--- src/rtl/wpf_pkg.sv ---
package wpf_pkg;

    typedef enum logic [0:0] {
        ST_IDLE,
        ST_RECV
    } wpf_state_e;

    // One byte through a CRC-16, least significant bit first.
    function automatic logic [15:0] crc16_byte(
        input logic [15:0] crc_in,
        input logic [7:0]  data,
        input logic [15:0] poly
    );
        logic [15:0] c;
        c = crc_in;
        for (int b = 0; b < 8; b++) begin
            if (c[15] ^ data[b]) c = {c[14:0], 1'b0} ^ poly;
            else                 c = {c[14:0], 1'b0};
        end
        return c;
    endfunction

endpackage

--- src/rtl/wpf_byte_index.sv ---
module wpf_byte_index #(
    parameter int CNT_W   = 9,
    parameter int OFS_W   = 8,
    parameter int WIN     = 31,
    parameter int MIN_OFS = 12
) (
    input  logic             clk,
    input  logic             rst_n,
    input  logic             byte_en,
    input  logic             restart,
    input  logic [OFS_W-1:0] offset,
    input  logic [WIN-1:0]   mask,
    output logic [CNT_W-1:0] cnt_q,
    output logic             sel
);
    localparam logic [CNT_W-1:0] CNT_MAX = {CNT_W{1'b1}};
    localparam int               REL_W   = $clog2(WIN + 1);

    logic [CNT_W-1:0] idx_cur;
    logic [CNT_W-1:0] eff_ofs;
    logic [CNT_W:0]   rel;
    logic             in_win;

    assign idx_cur = restart ? '0 : cnt_q;
    assign eff_ofs = (offset < OFS_W'(MIN_OFS)) ? CNT_W'(MIN_OFS) : CNT_W'(offset);
    assign rel     = {1'b0, idx_cur} - {1'b0, eff_ofs};
    assign in_win  = (idx_cur >= eff_ofs) && (rel < (CNT_W+1)'(WIN));
    assign sel     = in_win && mask[rel[REL_W-1:0]];

    always_ff @(posedge clk or negedge rst_n) begin
        if (!rst_n)       cnt_q <= '0;
        else if (byte_en) cnt_q <= (idx_cur == CNT_MAX) ? CNT_MAX : idx_cur + 1'b1;
    end

endmodule

--- src/rtl/wpf_crc16.sv ---
module wpf_crc16 #(
    parameter logic [15:0] POLY = 16'h8005,
    parameter logic [15:0] INIT = 16'hFFFF
) (
    input  logic        clk,
    input  logic        rst_n,
    input  logic        byte_en,
    input  logic        restart,
    input  logic        sel,
    input  logic [7:0]  data,
    output logic [15:0] crc_next
);
    import wpf_pkg::*;

    logic [15:0] crc_q;
    logic [15:0] crc_base;

    assign crc_base = restart ? INIT : crc_q;
    assign crc_next = (byte_en && sel) ? crc16_byte(crc_base, data, POLY) : crc_base;

    always_ff @(posedge clk or negedge rst_n) begin
        if (!rst_n)       crc_q <= INIT;
        else if (byte_en) crc_q <= crc_next;
    end

endmodule

--- src/rtl/wpf_dest_class.sv ---
module wpf_dest_class (
    input  logic clk,
    input  logic rst_n,
    input  logic first_byte,
    input  logic group_bit,
    output logic mc_now
);
    logic mc_q;

    assign mc_now = first_byte ? group_bit : mc_q;

    always_ff @(posedge clk or negedge rst_n) begin
        if (!rst_n)          mc_q <= 1'b0;
        else if (first_byte) mc_q <= group_bit;
    end

endmodule

--- src/rtl/wake_pattern_filter.sv ---
module wake_pattern_filter #(
    parameter int CNT_W   = 9,
    parameter int OFS_W   = 8,
    parameter int MASK_W  = 32,
    parameter int CRC_W   = 16,
    parameter int MIN_OFS = 12
) (
    input  logic              clk,
    input  logic              rst_n,
    input  logic              rx_sof,
    input  logic              rx_valid,
    input  logic              rx_eof,
    input  logic [7:0]        rx_data,
    input  logic [MASK_W-1:0] pat_mask,
    input  logic [3:0]        pat_cmd,
    input  logic [OFS_W-1:0]  pat_offset,
    input  logic [CRC_W-1:0]  pat_crc,
    output logic              wake_hit
);
    import wpf_pkg::*;

    localparam int WIN = MASK_W - 1;

    wpf_state_e       state, state_nx;
    logic             accept, start_byte, frame_end, hit_d;
    logic             sel, mc_now;
    logic [CNT_W-1:0] cnt_w;
    logic [15:0]      crc_nx;
    logic             unused_cfg;

    assign unused_cfg = ^{pat_mask[MASK_W-1], pat_cmd[2:1]};

    assign accept     = rx_valid && (rx_sof || state == ST_RECV);
    assign start_byte = rx_valid && rx_sof;
    assign frame_end  = accept && rx_eof;

    wpf_byte_index #(
        .CNT_W(CNT_W), .OFS_W(OFS_W), .WIN(WIN), .MIN_OFS(MIN_OFS)
    ) u_index (
        .clk     (clk),
        .rst_n   (rst_n),
        .byte_en (accept),
        .restart (start_byte),
        .offset  (pat_offset),
        .mask    (pat_mask[WIN-1:0]),
        .cnt_q   (cnt_w),
        .sel     (sel)
    );

    wpf_crc16 #(.POLY(16'h8005), .INIT(16'hFFFF)) u_crc (
        .clk      (clk),
        .rst_n    (rst_n),
        .byte_en  (accept),
        .restart  (start_byte),
        .sel      (sel),
        .data     (rx_data),
        .crc_next (crc_nx)
    );

    wpf_dest_class u_class (
        .clk        (clk),
        .rst_n      (rst_n),
        .first_byte (start_byte),
        .group_bit  (rx_data[0]),
        .mc_now     (mc_now)
    );

    // Next-state logic
    always_comb begin
        state_nx = state;
        unique case (state)
            ST_IDLE: if (start_byte && !rx_eof) state_nx = ST_RECV;   // open
            ST_RECV: if (frame_end)             state_nx = ST_IDLE;   // close
            default:                            state_nx = ST_IDLE;
        endcase
    end

    assign hit_d = frame_end && pat_cmd[0] && (mc_now == pat_cmd[3])
                   && (crc_nx == pat_crc[15:0]);

    // State register
    always_ff @(posedge clk or negedge rst_n) begin
        if (!rst_n) state <= ST_IDLE;
        else        state <= state_nx;
    end

    // Output register
    always_ff @(posedge clk or negedge rst_n) begin
        if (!rst_n) wake_hit <= 1'b0;
        else        wake_hit <= hit_d;
    end

endmodule

--- config.mk ---
export PLATFORM = sky130hd
export DESIGN_NAME = wake_pattern_filter
export DESIGN_NICKNAME = d
export VERILOG_FILES = /design/src/rtl/wpf_pkg.sv /design/src/rtl/wpf_byte_index.sv /design/src/rtl/wpf_crc16.sv /design/src/rtl/wpf_dest_class.sv /design/src/rtl/wake_pattern_filter.sv
export SDC_FILE = /design/constraint.sdc
export NUM_CORES = 1
export LEC_CHECK = 0
export BUFFER_PORTS_ARGS = -buffer_cell sky130_fd_sc_hd__buf_2
export CAP_MARGIN = 15
export CORE_MARGIN = 5
export CORE_UTILIZATION = 59
export CTS_BUF_LIST = sky130_fd_sc_hd__clkbuf_4 sky130_fd_sc_hd__clkbuf_8
export DETAILED_ROUTE_END_ITERATION = 7
export PLACE_DENSITY = 0.89
export SLEW_MARGIN = 15
export SYNTH_ARGS = -nofsm -noshare
export SYNTH_HDL_FRONTEND = slang
export SYNTH_SLANG_ARGS = --single-unit
export TNS_END_PERCENT = 100
--- constraint.sdc ---
create_clock -name clk -period 5.3 [get_ports clk]
set_input_delay 0.265 -clock clk [delete_from_list [all_inputs] [get_ports clk]]
set_output_delay 0.265 -clock clk [all_outputs]
set_load 0.005 [all_outputs]
# After elaboration in Yosys (flattened, before gate mapping)

Cells that the tools add are included.

Bits in registers: 28
Bits in read-only memories: 0
RAM bits: 0
Bits in latches: 0
Input bits: 73
Output and inout bits: 1
Memories kept: 0
Word-level logic and storage cells: 62

Reductions and logical operators: 12
$add $sub $neg: 2
Bitwise gates (word level): 17
Shifts and indexed selects: 0
Muxes and demuxes: 19
Magnitude comparators: 4
Eq/ne operators: 3
Div/mod/pow operators: 0
Multipliers: 0

Operators with widths:

| operator              | count |
|---|---|
| $mux W16              | 10 |
| $not A3 Y3            | 8 |
| $mux W9               | 2 |
| $eq A16 B16 Y1        | 1 |
| $logic_and A1 B1 Y1   | 10 |
| $lt A10 B5 Y1 const B | 1 |
| $sub A9 B9 Y10        | 1 |
| $add A9 B1 Y9 const B | 1 |
| $eq A9 B9 Y1 const B  | 1 |
| $ge A9 B9 Y1          | 1 |
| $lt A8 B4 Y1 const B  | 1 |
| $mux W8               | 1 |
| $xor A1 B1 Y1         | 8 |
| $lt A5 B6 Y1 const B  | 1 |
| $bmux W1 S5           | 1 |
| $mux W1               | 4 |
| $pmux W1 S2           | 1 |
| $eq A1 B1 Y1          | 1 |
| $logic_not A1 Y1      | 1 |
| $logic_or A1 B1 Y1    | 1 |
| $not A1 Y1            | 1 |

# Depth between registers and ports, before layout

Gate-level depths: netlist of the first run.

Word-level depth: 21
Depth in mapped cells: 20

# Hierarchy

Synthesis of the first run repeated with hierarchy kept, for this count alone.

Cells, all modules: 317
Area total of the unflattened synthesis: 2,810.2 um^2

By module, submodules not included:

| module              | area an instance (um^2) | cells each | times used |
|---|---|---|---|
| wpf_byte_index      | 1,275.0                 | 150        | 1 |
| wpf_crc16           | 1,226.2                 | 136        | 1 |
| wake_pattern_filter | 269.0                   | 29         | 1 |
| wpf_dest_class      | 40.0                    | 2          | 1 |

# Least setup slack after synthesis of the first run

Ideal clock, no wire load.

Path type: in2reg
Start: input port rx_sof
End: register wake_hit
Path slack: 1,702 ps
Cell stages on the path: 15
Data required time: 5,204 ps
Arrival: 3,503 ps
Library setup time: 96 ps
Cells stage by stage: nand2_1 > clkbuf_1 > and2_1 > fa_1 > buf_1 > mux4_2 > mux2_2 > o22a_1 > and3_1 > buf_6 > buf_12 > mux2i_1 > xnor2_1 > nand4_1 > nor4_2

Word-level cells in the longest chain between the ends: 21
Elaborated cells between the ends (all ways): 45
Those cells by class: add/sub: 1; order compare: 2; eq/ne: 2; mux: 14; bitwise: 16; reduce/logical: 10

Ends and longest elaborated chain:

| element                                            | RTL line                  | RTL |
|---|---|---|
| start: declaration                                 | wake_pattern_filter.sv:10 | `input logic rx_sof,` |
| $logic_and A1 B1 Y1                                | wake_pattern_filter.sv:34 | `assign start_byte = rx_valid && rx_sof;` |
| $mux W16                                           | wpf_crc16.sv:18           | `assign crc_base = restart ? INIT : crc_q;` |
| $xor A1 B1 Y1 / $not A3 Y3 (equally long branches) | --                        |  |
| $mux W16                                           | wpf_pkg.sv:17             | `if (c[15] ^ data[b]) c = {c[14:0], 1'b0} ^ poly;` |
| $xor A1 B1 Y1                                      | wpf_pkg.sv:17             |  |
| $mux W16                                           | wpf_pkg.sv:17             |  |
| $xor A1 B1 Y1                                      | wpf_pkg.sv:17             |  |
| $mux W16                                           | wpf_pkg.sv:17             |  |
| [6 not listed]                                     | --                        |  |
| $xor A1 B1 Y1                                      | wpf_pkg.sv:17             |  |
| $mux W16                                           | wpf_pkg.sv:17             |  |
| $xor A1 B1 Y1                                      | wpf_pkg.sv:17             |  |
| $mux W16                                           | wpf_pkg.sv:17             |  |
| $mux W16                                           | wpf_crc16.sv:19           | `assign crc_next = (byte_en && sel) ? crc16_byte(crc_base, data, POLY) : crc_base;` |
| $eq A16 B16 Y1                                     | wake_pattern_filter.sv:79 | `&& (crc_nx == pat_crc[15:0]);` |
| $logic_and A1 B1 Y1 (*)                            | wake_pattern_filter.sv:79 |  |
| net hit_d                                          | wake_pattern_filter.sv:25 | `logic accept, start_byte, frame_end, hit_d;` |
| end signal: assignment                             | wake_pattern_filter.sv:90 | `else wake_hit <= hit_d;` |
| end: declaration                                   | wake_pattern_filter.sv:18 | `output logic wake_hit` |

The timed path passes the listed nets; every way through them passes the cells marked *. The select of a mux whose other input is x is not followed.
A chain may end at the register's enable or synchronous reset.

# Final worst setup path of the first run

Start: register u_index.cnt_q[0]
End: register wake_hit

Word-level cells in the longest chain between the ends: 9
Elaborated cells between the ends (all ways): 12
Those cells by class: add/sub: 1; order compare: 2; eq/ne: 1; mux: 4; reduce/logical: 4

Ends and longest elaborated chain:

| element                                               | RTL line                                   | RTL |
|---|---|---|
| start: declaration                                    | wpf_byte_index.sv:13                       | `output logic [CNT_W-1:0] cnt_q,` |
| start signal: assignment                              | wpf_byte_index.sv:32                       | `else if (byte_en) cnt_q <= (idx_cur == CNT_MAX) ? CNT_MAX : idx_cur + 1'b1;` |
| $mux W9 (*)                                           | wpf_byte_index.sv:24                       | `assign idx_cur = restart ? '0 : cnt_q;` |
| $sub A9 B9 Y10                                        | wpf_byte_index.sv:26                       | `assign rel = {1'b0, idx_cur} - {1'b0, eff_ofs};` |
| $lt A10 B5 Y1 / $bmux W1 S5 (equally long branches)   | wpf_byte_index.sv:27, wpf_byte_index.sv:28 |  |
| $logic_and A1 B1 Y1 / $mux W1 (equally long branches) | wpf_byte_index.sv:27, wpf_byte_index.sv:28 |  |
| $logic_and A1 B1 Y1 (*)                               | wpf_byte_index.sv:28                       | `assign sel = in_win && mask[rel[REL_W-1:0]];` |
| $logic_and A1 B1 Y1 (*)                               | wpf_crc16.sv:19                            |  |
| $mux W16 (*)                                          | wpf_crc16.sv:19                            |  |
| $eq A16 B16 Y1 (*)                                    | wake_pattern_filter.sv:79                  |  |
| $logic_and A1 B1 Y1 (*)                               | wake_pattern_filter.sv:79                  |  |
| net hit_d                                             | wake_pattern_filter.sv:25                  |  |

Marks and branches as above.

==> run summary, run 1 <==
The class of the tightest hold or removal check was primary input to async pin. For the overall via count from detail_route, the log shows 2374. After floorplanning, the core was sized to cover 4380 µm².

In the synthesized netlist the dominant register cell turns out to be sky130_fd_sc_hd__dfstp_2. The die is 77.5 µm wide. The floorplan step defined a die boundary enclosing 6000 µm². The tools report the worst-skew pair later-pin latency as 290 ps. For this run, the slowest stage of the critical path takes 990 ps.

The signal on the critical path passes through nand2_1 > ha_1 > inv_1 > fa_1 > a21oi_2 > o211ai_2 > o31ai_2 > xnor2_1 > nor4_2 > and3_1 > mux2i_1 > xnor2_1 > nand4_1 > nor4_2. The clock period could shrink to 4400 ps. Dividing total power by cell area gives a power density of 305 nW/µm². Across the run, the number of max-cap violations was 0. The initial antenna violation count is 0, and the number of antenna-violating nets in the routed design is 0.

Counting flops and latches in the post-synthesis netlist gives 28. The tools report the distinct cell type count after synthesis as 55. The analysis attributes to cell leakage a power of 1.37 nW. Fraction of layout instances using a drive strength above 1: 0.309.

The final reports fail on hold timing. The starting utilization of the core area is 0.612. The critical path buffer and inverter count was 1. The run gives -16.9 ps as the worst hold slack across all endpoints.

The tools report the cell at the root of the clock tree as sky130_fd_sc_hd__clkbuf_8. The run gives 1 as the total number of H-tree levels. The flow ran to the end, but the final reports show violations. Of all nets on the critical path, the largest fanout is 26. The logs give 2 for the maximum clock insertion buffer count and 74 for the number of placed I/O pins.

For this run, the number of Yosys warnings is 0. The endpoint arrival time on the critical path is 4590 ps. The master of the slowest instance on the critical path is sky130_fd_sc_hd__and3_1. Summed over all layers, the global routing overflow is 0. The capture instance of the worst register-to-register path is wake_hit. The final layout contains routed wiring with a total length of 6.11 mm. The run gives 0.234 as the tightest slew margin relative to the limit. Summing all non-filler instances in the final layout gives an area of 3080 µm². The final worst-path cycle share was 0.830; the number of buffers added for setup after CTS was 0. On the final layout, the worst clock skew is 9.71 ps.

In this run, placement finished with an instance count of 410. STA puts the critical path data required time at 5490 ps. Leaving out filler cells and counting taps, the final layout contains 414. In the routed layout, each cell is associated on average with a via count of 5.73. The overall global routing resource usage was 0.204; the detailed placer's ending HPWL was 5.02 mm.

The critical path is of the flop to flop type. At the end of the flow, the number of nets in the layout was 446. Setup repair after global routing left no endpoint under its margin.

Once placement finished, the instance area stood at 3030 µm². Entering global routing, the biggest net connects 31 pins. By area the synthesized netlist is led by sky130_fd_sc_hd__dfstp_2 16%, sky130_fd_sc_hd__xnor2_1 13%, sky130_fd_sc_hd__dfrtp_1 11%.

The top cell types in the final layout, fill and taps aside, are 70 x sky130_fd_sc_hd__buf_2, 43 x sky130_fd_sc_hd__nor2_1, 39 x sky130_fd_sc_hd__xnor2_1, 21 x sky130_fd_sc_hd__nand2_1, 20 x sky130_fd_sc_hd__a21oi_1. The run gives 24 as the number of core rows. The worst setup path is captured at a flop. Summed over all failing endpoints, the final setup total negative slack is 0 ps. The first TritonRoute pass finished after 4 iterations. The hold violation count in the final report came out at 12. The combined area of all synthesized cells is 2690 µm².

The fraction of registers with async set or reset after synthesis is 1.00. Clock tree synthesis found a total of 28 sinks. The peak supply drop was 146 µV; the via count of the first global-routing pass was 2288. For this run, the top clock speed supported by timing is 0.227 GHz. The first global-routing pass estimated 10.2 mm of wire.

The fraction of the yosys area taken by sequential cells was 0.268. Buffers inserted to repair hold after CTS numbered 0. The first routing iteration left 139 violations. The depth of the worst register-to-register path is 14. The setup check on the worst reg-to-reg path leaves a slack of 900 ps. The number of buffers created by CTS is 3. Counting the fill cells in the layout gives 334. The count of pins over their slew limit is 0, and the placer congestion estimate is 0.858. The layout-stage area growth over the synthesis result came out at 14.8%. The most common library cell in the layout ignoring fill and taps is sky130_fd_sc_hd__buf_2.

Setup violations remaining at the end of the flow were counted as 0. The share of Yosys cell area claimed by the top area cell type works out to 0.157. Per-cell routed wire length: 14.8 µm.

In this run the critical register-to-register path is launched from u_index.cnt_q[0]. STA classifies the critical path startpoint as a flop. The synthesized netlist cell count is 297, and the worst-margin pin slew is 1150 ps.

TritonCTS built the clock tree. In this run the tool buffered the top-level ports with 70 buffer cells. The logs give 380 for the net count after synthesis and 0 for the number of remaining DRC errors.

Measured along the y axis, the die boundary spans 77.5 µm. In this run the mean area of a mapped cell was 9.04 µm². After clock tree synthesis, the clock-pin slew on the worst setup and hold paths is 100 ps. The cell family contributing the most delay on the critical path is simple AND/OR/NAND/NOR gates. The largest area contributor in the synthesized netlist is sky130_fd_sc_hd__dfstp_2.

The run gives 0 as the number of antenna cells inserted. The count of cells resized by post-cts repair is 0, and the number of flops mapped to enable cells by yosys is 0.
-- logic make-up after synthesis --
group | Yosys count | synth area share
compound gates | 55 | 0.137
xor+xnor | 53 | 0.187
fa+ha+maj | 10 | 0.0494
buf+inv | 26 | 0.0536
flops | 28 | 0.268
mux | 26 | 0.130
simple gates | 99 | 0.173
-- per-layer routing --
layer,up-vias,wire length (µm),global-route usage
met3,7,433,0.0394
met2,91,2950,0.345
met1,1109,2650,0.261
li1,1167,-,-
met5,-,0,0
met4,0,87,0.0670
-- cell type report --
cell class	instances	area, µm²	share of cell area
well taps	52	65.1	0.0211
multi-input cells	243	1820	0.591
clock buffers	4	55.1	0.0179
inverters	15	56.3	0.0183
flip-flops and latches	28	721	0.234
repair buffers	72	365	0.119
-- Yosys cell counts, drive strengths merged, types with 3 or more instances --
| cell | number |
|---|---|
| inv | 15 |
| nand3 | 9 |
| o31ai | 3 |
| mux2i | 17 |
| nand2 | 21 |
| mux4 | 7 |
| nand4 | 5 |
| ha | 9 |
| xnor2 | 40 |
| nor2 | 43 |
| xor2 | 11 |
| and2 | 5 |
| nor4 | 3 |
| a21oi | 21 |
| clkbuf | 6 |
| nand2b | 3 |
| o21ai | 10 |
| a22o | 4 |
| dfstp | 16 |
| buf | 5 |
| dfrtp | 12 |
-- registers in the layout, summed over array words and instances (netlist names) --
signal and flops:
state 1, wake_hit 1, u_crc.crc_q 16, u_index.cnt_q 9, u_class.mc_q 1
-- how the worst max path moves through the flow --
stage,from,to,slack [ps],depth (start not counted)
after floorplan,rx_sof,wake_hit,1700,15
after global routing,u_index.cnt_q[0],wake_hit,550,14
after CTS,u_index.cnt_q[0],wake_hit,900,14
after global placement,rx_sof,wake_hit,810,16
after detailed placement,rx_sof,wake_hit,660,16
final,u_index.cnt_q[0],wake_hit,900,14
-- metrics by stage --
step / hold WS (ps) / util / setup slack [ps] / power (mW)
3_5_place_dp: 311 / 0.691 / 664 / 0.804
4_1_cts: 8.73 / 0.703 / 899 / 0.941
3_3_place_gp: 313 / 0.691 / 807 / 0.784
2_1_floorplan: -30.6 / - / 1700 / 0.695
5_1_grt: 38.8 / 0.703 / 547 / 1.01
6_report: -16.9 / 0.703 / 899 / 0.939
-- power breakdown --
group	switching (mW)	internal, mW
sequential	0.0282	0.250
combinational	0.271	0.255
clock	0.0691	0.0667
total	0.368	0.571
No activity file was read; power rests on OpenSTA's default activity.
==> run 2, diff against run 1 <==
--- a/config.mk
+++ b/config.mk
@@ -5,13 +5,14 @@
 export SDC_FILE = /design/constraint.sdc
 export NUM_CORES = 1
 export LEC_CHECK = 0
+export ABC_AREA = 1
 export BUFFER_PORTS_ARGS = -buffer_cell sky130_fd_sc_hd__buf_2
 export CAP_MARGIN = 15
 export CORE_MARGIN = 5
-export CORE_UTILIZATION = 59
+export CORE_UTILIZATION = 56
 export CTS_BUF_LIST = sky130_fd_sc_hd__clkbuf_4 sky130_fd_sc_hd__clkbuf_8
 export DETAILED_ROUTE_END_ITERATION = 7
-export PLACE_DENSITY = 0.89
+export PLACE_DENSITY = 0.83
 export SLEW_MARGIN = 15
 export SYNTH_ARGS = -nofsm -noshare
 export SYNTH_HDL_FRONTEND = slang
==> constraint.sdc (replaced) <==
create_clock -name clk -period 4.5 [get_ports clk]
set_input_delay 0.225 -clock clk [delete_from_list [all_inputs] [get_ports clk]]
set_output_delay 0.225 -clock clk [all_outputs]
set_load 0.005 [all_outputs]
==> run 2 against run 1 <==
Effect of this change:
- the flow now finishes without violations
- register-to-register slack improved by 170 ps
- clock skew fell by 0.84 ps
- via count is 34% higher
- final cell count rose by 51%
- non-clock buffer count up 5
- combinational power rose by 48%
- sequential power rose by 16%
- global-route usage is 0.87 points higher
- first-iteration DRC count is 7.2% higher
- critical endpoint unchanged
==> run summary, run 2 <==
The run finished with clean final reports. Power spread over the standard cell area amounts to 360 nW/µm². The number of core rows is 26. Subtracting the final worst setup slack from the clock period gives 3470 ps.

TritonCTS built the clock tree. The maximum clock insertion buffer count was 2; the fraction of the yosys area taken by sequential cells was 0.240. Setup repair after global routing left no endpoint under its margin.

The run gives 0 as the count of pins over their slew limit. STA classifies the critical path startpoint as a primary input. At the pin with the least slew margin, the transition time is 655 ps. The die span in y was 83.3 µm; the placer congestion estimate was 0.898. Clock input transition at the sequential cells of the worst setup and hold paths: 100 ps. For this run, the detailed router's first-pass iteration total came to 4. The count of buffers inserted at the top-level ports was 70. The final worst-path cycle share is 0.770.

In this design, the stage delay of the slowest critical-path cell is 470 ps. The class of the tightest hold or removal check is primary input to flop. The worst setup slack after layout came out at 1030 ps. The detailed router placed 3179 vias in this run. The via count normalized by instance count is 5.08, and the first-pass GRT wire length is 12.6 mm. Fill cell total of the finished layout: 495. For this block, the routed nets add up to 7.32 mm of wire.

sky130_fd_sc_hd__nand2_1 is the most common cell in the netlist. Counting flops with a built-in enable in the synthesized netlist gives 0. The tools report the cell at the root of the clock tree as sky130_fd_sc_hd__clkbuf_8. Ranked by total cell area, the synthesized netlist is headed by sky130_fd_sc_hd__nand2_1 19%, sky130_fd_sc_hd__dfstp_2 14%, sky130_fd_sc_hd__nand3_1 10%. Once detail routing completed, the nets flagged for antenna violations numbered 0. Flip-flop count of the largest register after layout: 16. The via count of the first global-routing pass was 3049; the net count after synthesis was 570. The fraction of registers with async set or reset after synthesis was 1.00; the distinct cell type count after synthesis was 37. For the number of antenna cells inserted, the log shows 0. Total die area: 6930 µm².

The run gives 840 ps as the worst slack at placement. From synthesis to final layout, the design area changed by 15.3%. The logs give 0.581 for the starting utilization of the core area and 0 for the count of cells resized by post-cts repair. The die is 83.3 µm wide. Global routing finished with a remaining overflow of 0. At the worst endpoint, the required time is 4710 ps. The highest attainable clock frequency was 0.289 GHz. The core occupancy in the finished layout is 0.670, and the summed negative setup slack over all endpoints is 0 ps. The number of placed I/O pins came out at 74.

By count the netlist is led by 153 x sky130_fd_sc_hd__nand2_1, 76 x sky130_fd_sc_hd__inv_1, 62 x sky130_fd_sc_hd__nand3_1, 43 x sky130_fd_sc_hd__nor2_1, 16 x sky130_fd_sc_hd__dfstp_2. In the routed design, unresolved DRC markers number 0. After floorplanning, the core was sized to cover 5170 µm². The start-to-end type of the worst setup path was primary input to flop. For the number of buffers added for setup after CTS, the log shows 0.

The initial antenna violation count was 0. sky130_fd_sc_hd__nand2_1 takes more of the synthesized area than any other cell. Synthesis handed over a netlist of 487 instances. For this design, the slowest cell found on the critical path is sky130_fd_sc_hd__fa_1. The run gives 0 as the hold violation count in the final report. The overall global routing resource usage is 0.212, and the worst clock skew is 8.87 ps. The run gives 149 as the initial detailed-routing violation count. The design draws 1.25 mW. In the final layout, the registers with the most flip-flops are u_crc.crc_q (16), u_index.cnt_q (9).

In the synthesized netlist the dominant register cell turns out to be sky130_fd_sc_hd__dfstp_2. VDD sags by at most 224 µV. Once detailed placement completed, the half-perimeter wirelength came to 5.96 mm. Synthesis inferred 28 register bits.

For the tightest slew margin relative to the limit, the log shows 0.563. The finished cells cover 3470 µm². The final count of negative-setup-slack endpoints came out at 0. The tools report the post-layout net count as 640. The clock drives 28 sinks. The fraction of layout instances using a drive strength above 1 came out at 0.230. Clock latency on the worst-skew pair, taken at its later pin, is 280 ps. The library cell used most frequently in the layout, excluding fill and tap cells, is sky130_fd_sc_hd__nand2_1. For the worst setup path, the data arrival time is 3680 ps. Max-cap violations in this run came to 0. After detailed routing, the average wire length per cell comes to 11.7 µm. The logs give 626 for the post-route non-filler standard cell count and 0 for the number of warnings printed during yosys synthesis. Of all nets on the critical path, the largest fanout is 16. In this run the mean area of a mapped cell was 6.17 µm². Once placement finished, the instance area stood at 3410 µm². The tools report the total number of H-tree levels as 1. The logs give 207 ps for the worst hold slack across all endpoints and 1.98 nW for the static leakage power. The share of Yosys cell area claimed by the top area cell type was 0.191; the pin count of the biggest net entering global routing was 29. The endpoint type of the worst setup path is a flop. Counting flops per register, the top entry is u_crc.crc_q. The top cell types in the final layout, fill and taps aside, are 153 x sky130_fd_sc_hd__nand2_1, 76 x sky130_fd_sc_hd__inv_1, 70 x sky130_fd_sc_hd__buf_2, 62 x sky130_fd_sc_hd__nand3_1, 43 x sky130_fd_sc_hd__nor2_1.

The number of clock buffers added by TritonCTS is 3. The combined area of all synthesized cells came out at 3010 µm². In this run, placement finished with an instance count of 621.
-- run 2: worst paths after layout --
| kind | start | to | slack (ps) | cells after the start |
|---|---|---|---|---|
| worst min register to register | state | state | 520 | 2 |
| min in group asynchronous | rst_n | u_index.cnt_q[6] | 500 | 2 |
| max in group asynchronous | rst_n | u_index.cnt_q[0] | 3570 | 2 |
| worst max-delay path | rx_sof | wake_hit | 1030 | 25 |
| worst min-delay path | pat_crc[15] | wake_hit | 210 | 4 |
| worst max register to register | u_index.cnt_q[0] | wake_hit | 1070 | 23 |
-- run 2: cells by family after synthesis --
| logic type | synth area share |
|---|---|
| buf+inv | 0.129 |
| simple gates | 0.447 |
| fa+ha+maj | 0.0441 |
| compound gates | 0.0778 |
| flops | 0.240 |
| xor+xnor | 0.0633 |
-- run 2: worst max-delay path, delay by kind of cell --
kind | cells | cell delay, ps
AO/OA/AOI/OAI | 1 | 90
adder cells (fa/ha/maj) | 2 | 660
buffers and inverters | 6 | 840
AND/OR/NAND/NOR | 16 | 1850
-- run 2: repair_timing --
action / CTS / global route
hold buffers: 1 / 0
hold endpoints to repair: 12 / 0
endpoints found under the setup margin: 0 / 0
-- run 2: power breakdown --
| part | leakage (nW) | switching [mW] | internal (mW) |
|---|---|---|---|
| Combinational | 1.64 | 0.482 | 0.294 |
| Clock | 0.0262 | 0.0787 | 0.0696 |
| Sequential | 0.309 | 0.0170 | 0.306 |
| Total | 1.98 | 0.577 | 0.669 |
-- run 2: routing by layer --
metal  GRT usage  vias to the layer above  routed length, µm  share of wire
li1            -                     1661                  -              -
met1       0.277                     1424               3300           0.45
met2       0.358                       86               3430           0.47
met3      0.0475                        8                510          0.070
met4      0.0475                        0                 78          0.011
met5           0                        -                  0              0
-- run 2: cell type report --
class / count / area [µm²] / area share
Multi-Input combinational cell: 366 / 1900 / 0.548
Tap cell: 70 / 87.6 / 0.0253
Timing Repair Buffer: 77 / 405 / 0.117
Sequential cell: 28 / 721 / 0.208
Clock buffer: 4 / 48.8 / 0.0141
Inverter: 81 / 304 / 0.0877
==> run 3, diff against run 2 <==
==> constraint.sdc (replaced) <==
create_clock -name clk -period 3.3 [get_ports clk]
set_input_delay 0.165 -clock clk [delete_from_list [all_inputs] [get_ports clk]]
set_output_delay 0.165 -clock clk [all_outputs]
set_load 0.005 [all_outputs]
==> run 3 against run 2 <==
Effect of this change:
- non-clock buffer count is 27 higher
- sequential power is 36% higher
- sequential share of layout area is 2.0 points lower
- worst hold slack worse by 82 ps
- combinational power is 69% higher
- die area stayed put
- final area is 11% higher
- setup slack worse by 890 ps
- clock skew is 5.6 ps lower
- flip-flop and latch count stayed put
==> run summary, run 3 (synthesis gave the netlist of run 2 again) <==
Amount of wire on met3 after detailed routing: 416 µm. The sink count of the clock tree came out at 28. The run gives 0.742 as the core occupancy in the finished layout.

Relative to the synthesized area, the layout overhead comes to 27.6%. Buffers placed on the I/O ports in this run total 70. The overall via count from detail_route was 3354. The total number of H-tree levels was 1.

The tightest slew margin relative to the limit is 0.547. The tree is rooted in a sky130_fd_sc_hd__clkbuf_8. The tools report the via count of the first global-routing pass as 3256. The run gives 0.581 as the starting utilization of the core area.

The run gives 3.30 ps as the worst clock skew. Endpoint type of the worst setup path: a flop. The hold path startpoint was pat_crc[15].

The finished layout holds 653 standard cells, fillers aside. The endpoint identified for the worst register-to-register timing path is wake_hit. The fraction of layout instances using a drive strength above 1 works out to 0.307. The worst setup path is launched from a flop. Summed over all nets, wire length on met2 after detailed routing comes to 4.04 mm.

For the number of buffers created by CTS, the log shows 3. Entering global routing, the biggest net connects 29 pins. The flip-flop count of the largest register after layout came out at 16. The worst-skew pair later-pin latency came out at 280 ps. The register with the most flip-flops in the final layout is u_crc.crc_q.

The share of power burned in combinational logic came out at 0.664. In the final layout, the registers with the most flip-flops are u_crc.crc_q (16), u_index.cnt_q (9). The clock group share of total power came out at 0.114. The via count normalized by instance count came out at 5.14. In the final design database the tool counted 667 nets.

Derived from the worst setup path, the maximum achievable clock frequency is 0.316 GHz. The initial antenna violation count is 0. The first detailed-routing pass took 5 iterations. The startpoint identified for the worst register-to-register timing path is u_index.cnt_q[0]. In this run the horizontal extent of the chip is 83.3 µm.

The die span in y was 83.3 µm. The path with the worst hold slack has its endpoint at wake_hit. The register-to-register setup slack is 140 ps. Leaving out fill and tap cells, the most frequent cell in the layout is sky130_fd_sc_hd__nand2_1.

Clock-pin slew was measured on the worst setup and hold paths at 100 ps. Dividing total power by cell area gives a power density of 516 nW/µm². Total core area: 5170 µm². The final layout contains routed wiring with a total length of 8.11 mm. The run gives 0.222 as the sequential share of power. Before CTS, the worst setup slack after placement is -167 ps.

The number of core rows was 26. The fill cell total of the finished layout came out at 426. TritonCTS built the clock tree.

The analysis attributes to cell leakage a power of 2.15 nW. At the worst endpoint, the arrival time is 3380 ps. The run gives 0.910 mW as the switching component of the power.

The start-to-end type of the worst setup path is flop to flop. Number of placed I/O pins: 74. The tools report the total non-filler cell area in the finished layout as 3840 µm². The tool flagged a number of max-cap violations equal to 0. Cell internal power was estimated by the tool at 1.07 mW. The number of remaining DRC errors is 0, and the number of placed instances with taps included is 645. The switching part of the total power is 0.460, and the depth of the worst register-to-register path is 22.

For the global-route congestion overflow total, the log shows 0. The flow ran to the end, and the final reports show no timing, DRC or antenna violations. In the layout the commonest cells are 151 x sky130_fd_sc_hd__nand2_1, 71 x sky130_fd_sc_hd__inv_1, 70 x sky130_fd_sc_hd__buf_2, 55 x sky130_fd_sc_hd__nand3_1, 40 x sky130_fd_sc_hd__nor2_1. The peak supply drop was 373 µV.

The run gives 140 ps as the worst setup slack after layout. The final critical-path required period was 3160 ps. The detailed-routing wirelength on met1 is 3.49 mm, and the total power is 1.98 mW. The class of the tightest hold or removal check was primary input to flop. Once placement finished, the instance area stood at 3590 µm².

The overall global routing resource usage is 0.221, and the placer congestion estimate is 0.904. The first global-routing pass estimated 13.3 mm of wire. STA puts the critical path data required time at 3520 ps. The worst-margin pin slew was 680 ps. The run gives 184 as the initial detailed-routing violation count. Setup violations remaining at the end of the flow were counted as 0. The die covers 6930 µm². The detail route stage leaves a number of antenna-violating nets equal to 0. Worst hold slack across all endpoints: 125 ps. The number of cells on the worst hold path is 4, and the per-cell routed wire length is 12.4 µm.

The hold violation count in the final report came out at 0. The highest layer used for signal routing is met4. The clock passes through at most 2 buffers. The HPWL after detailed placement is 6.07 mm. Setup repair after global routing could not meet its margin everywhere. The final worst-path cycle share was 0.958. Along the worst path, the maximum fanout reaches 10. The run gives 0 as the count of pins over their slew limit. Summed over all failing endpoints, the final setup total negative slack is 0 ps.

The number of antenna diodes in the final layout is 0.
run 3: changes by cell type in the layout (fill, tap and decap cells not counted), sizes merged:
cell,previous run,this run
clkbuf,4,5
buf,76,102
run 3: power groups by stage:
stage	clock, mW	sequential, mW	combinational, mW
5_1_grt	0.241	0.447	1.47
4_1_cts	0.226	0.440	1.10
3_3_place_gp	0	0.443	1.06
6_report	0.225	0.440	1.31
3_5_place_dp	0	0.447	1.09
2_1_floorplan	0	0.439	0.826
run 3: worst max path at each step:
| stage | start | end |
|---|---|---|
| after floorplan | rx_sof | wake_hit |
| after global placement | pat_offset[6] | wake_hit |
| after detailed placement | pat_offset[6] | wake_hit |
| after CTS | u_index.cnt_q[0] | wake_hit |
| after global routing | u_index.cnt_q[0] | wake_hit |
| final | u_index.cnt_q[0] | wake_hit |
run 3: worst max-delay path, cell delays in order, from the launching register on:
cell                       delay, ps
sky130_fd_sc_hd__dfrtp_1         390
sky130_fd_sc_hd__inv_2            70
sky130_fd_sc_hd__nor2_4           40
sky130_fd_sc_hd__inv_2            70
sky130_fd_sc_hd__ha_4            140
sky130_fd_sc_hd__inv_4            30
sky130_fd_sc_hd__fa_2            600
sky130_fd_sc_hd__buf_6           150
sky130_fd_sc_hd__nand3_2          60
sky130_fd_sc_hd__nand3_2          80
sky130_fd_sc_hd__nand3_2          80
sky130_fd_sc_hd__nand3b_1        140
sky130_fd_sc_hd__nand3_4         130
sky130_fd_sc_hd__nor2_4          150
sky130_fd_sc_hd__buf_6           160
sky130_fd_sc_hd__nand2_1          80
sky130_fd_sc_hd__nand3_1         120
sky130_fd_sc_hd__nand2_1          80
sky130_fd_sc_hd__nor2_1          160
sky130_fd_sc_hd__nand3_1          90
sky130_fd_sc_hd__nor2_1          100
sky130_fd_sc_hd__nand2_1          60
sky130_fd_sc_hd__nor2_1           90
run 3: cell type report:
| class | instances | area (µm²) | share of cell area |
|---|---|---|---|
| tap | 70 | 87.6 | 0.0228 |
| sequential | 28 | 721 | 0.188 |
| multi-input combinational | 366 | 2020 | 0.527 |
| clock buffer | 4 | 55.1 | 0.0143 |
| inverter | 81 | 309 | 0.0805 |
| timing repair buffer | 104 | 644 | 0.168 |
run 3: metal layers:
layer	GRT usage	up-vias
met1	0.276	1524
li1	-	1712
met2	0.390	98
met5	0	-
met3	0.0337	20
met4	0.0639	0
run 3: timing repair:
action | in CTS | in global routing
setup buffers | 0 | 2
gates resized for setup | 0 | 39
hold buffers | 1 | 0
hold endpoints to repair | 12 | 0
setup endpoints to repair | 0 | 1
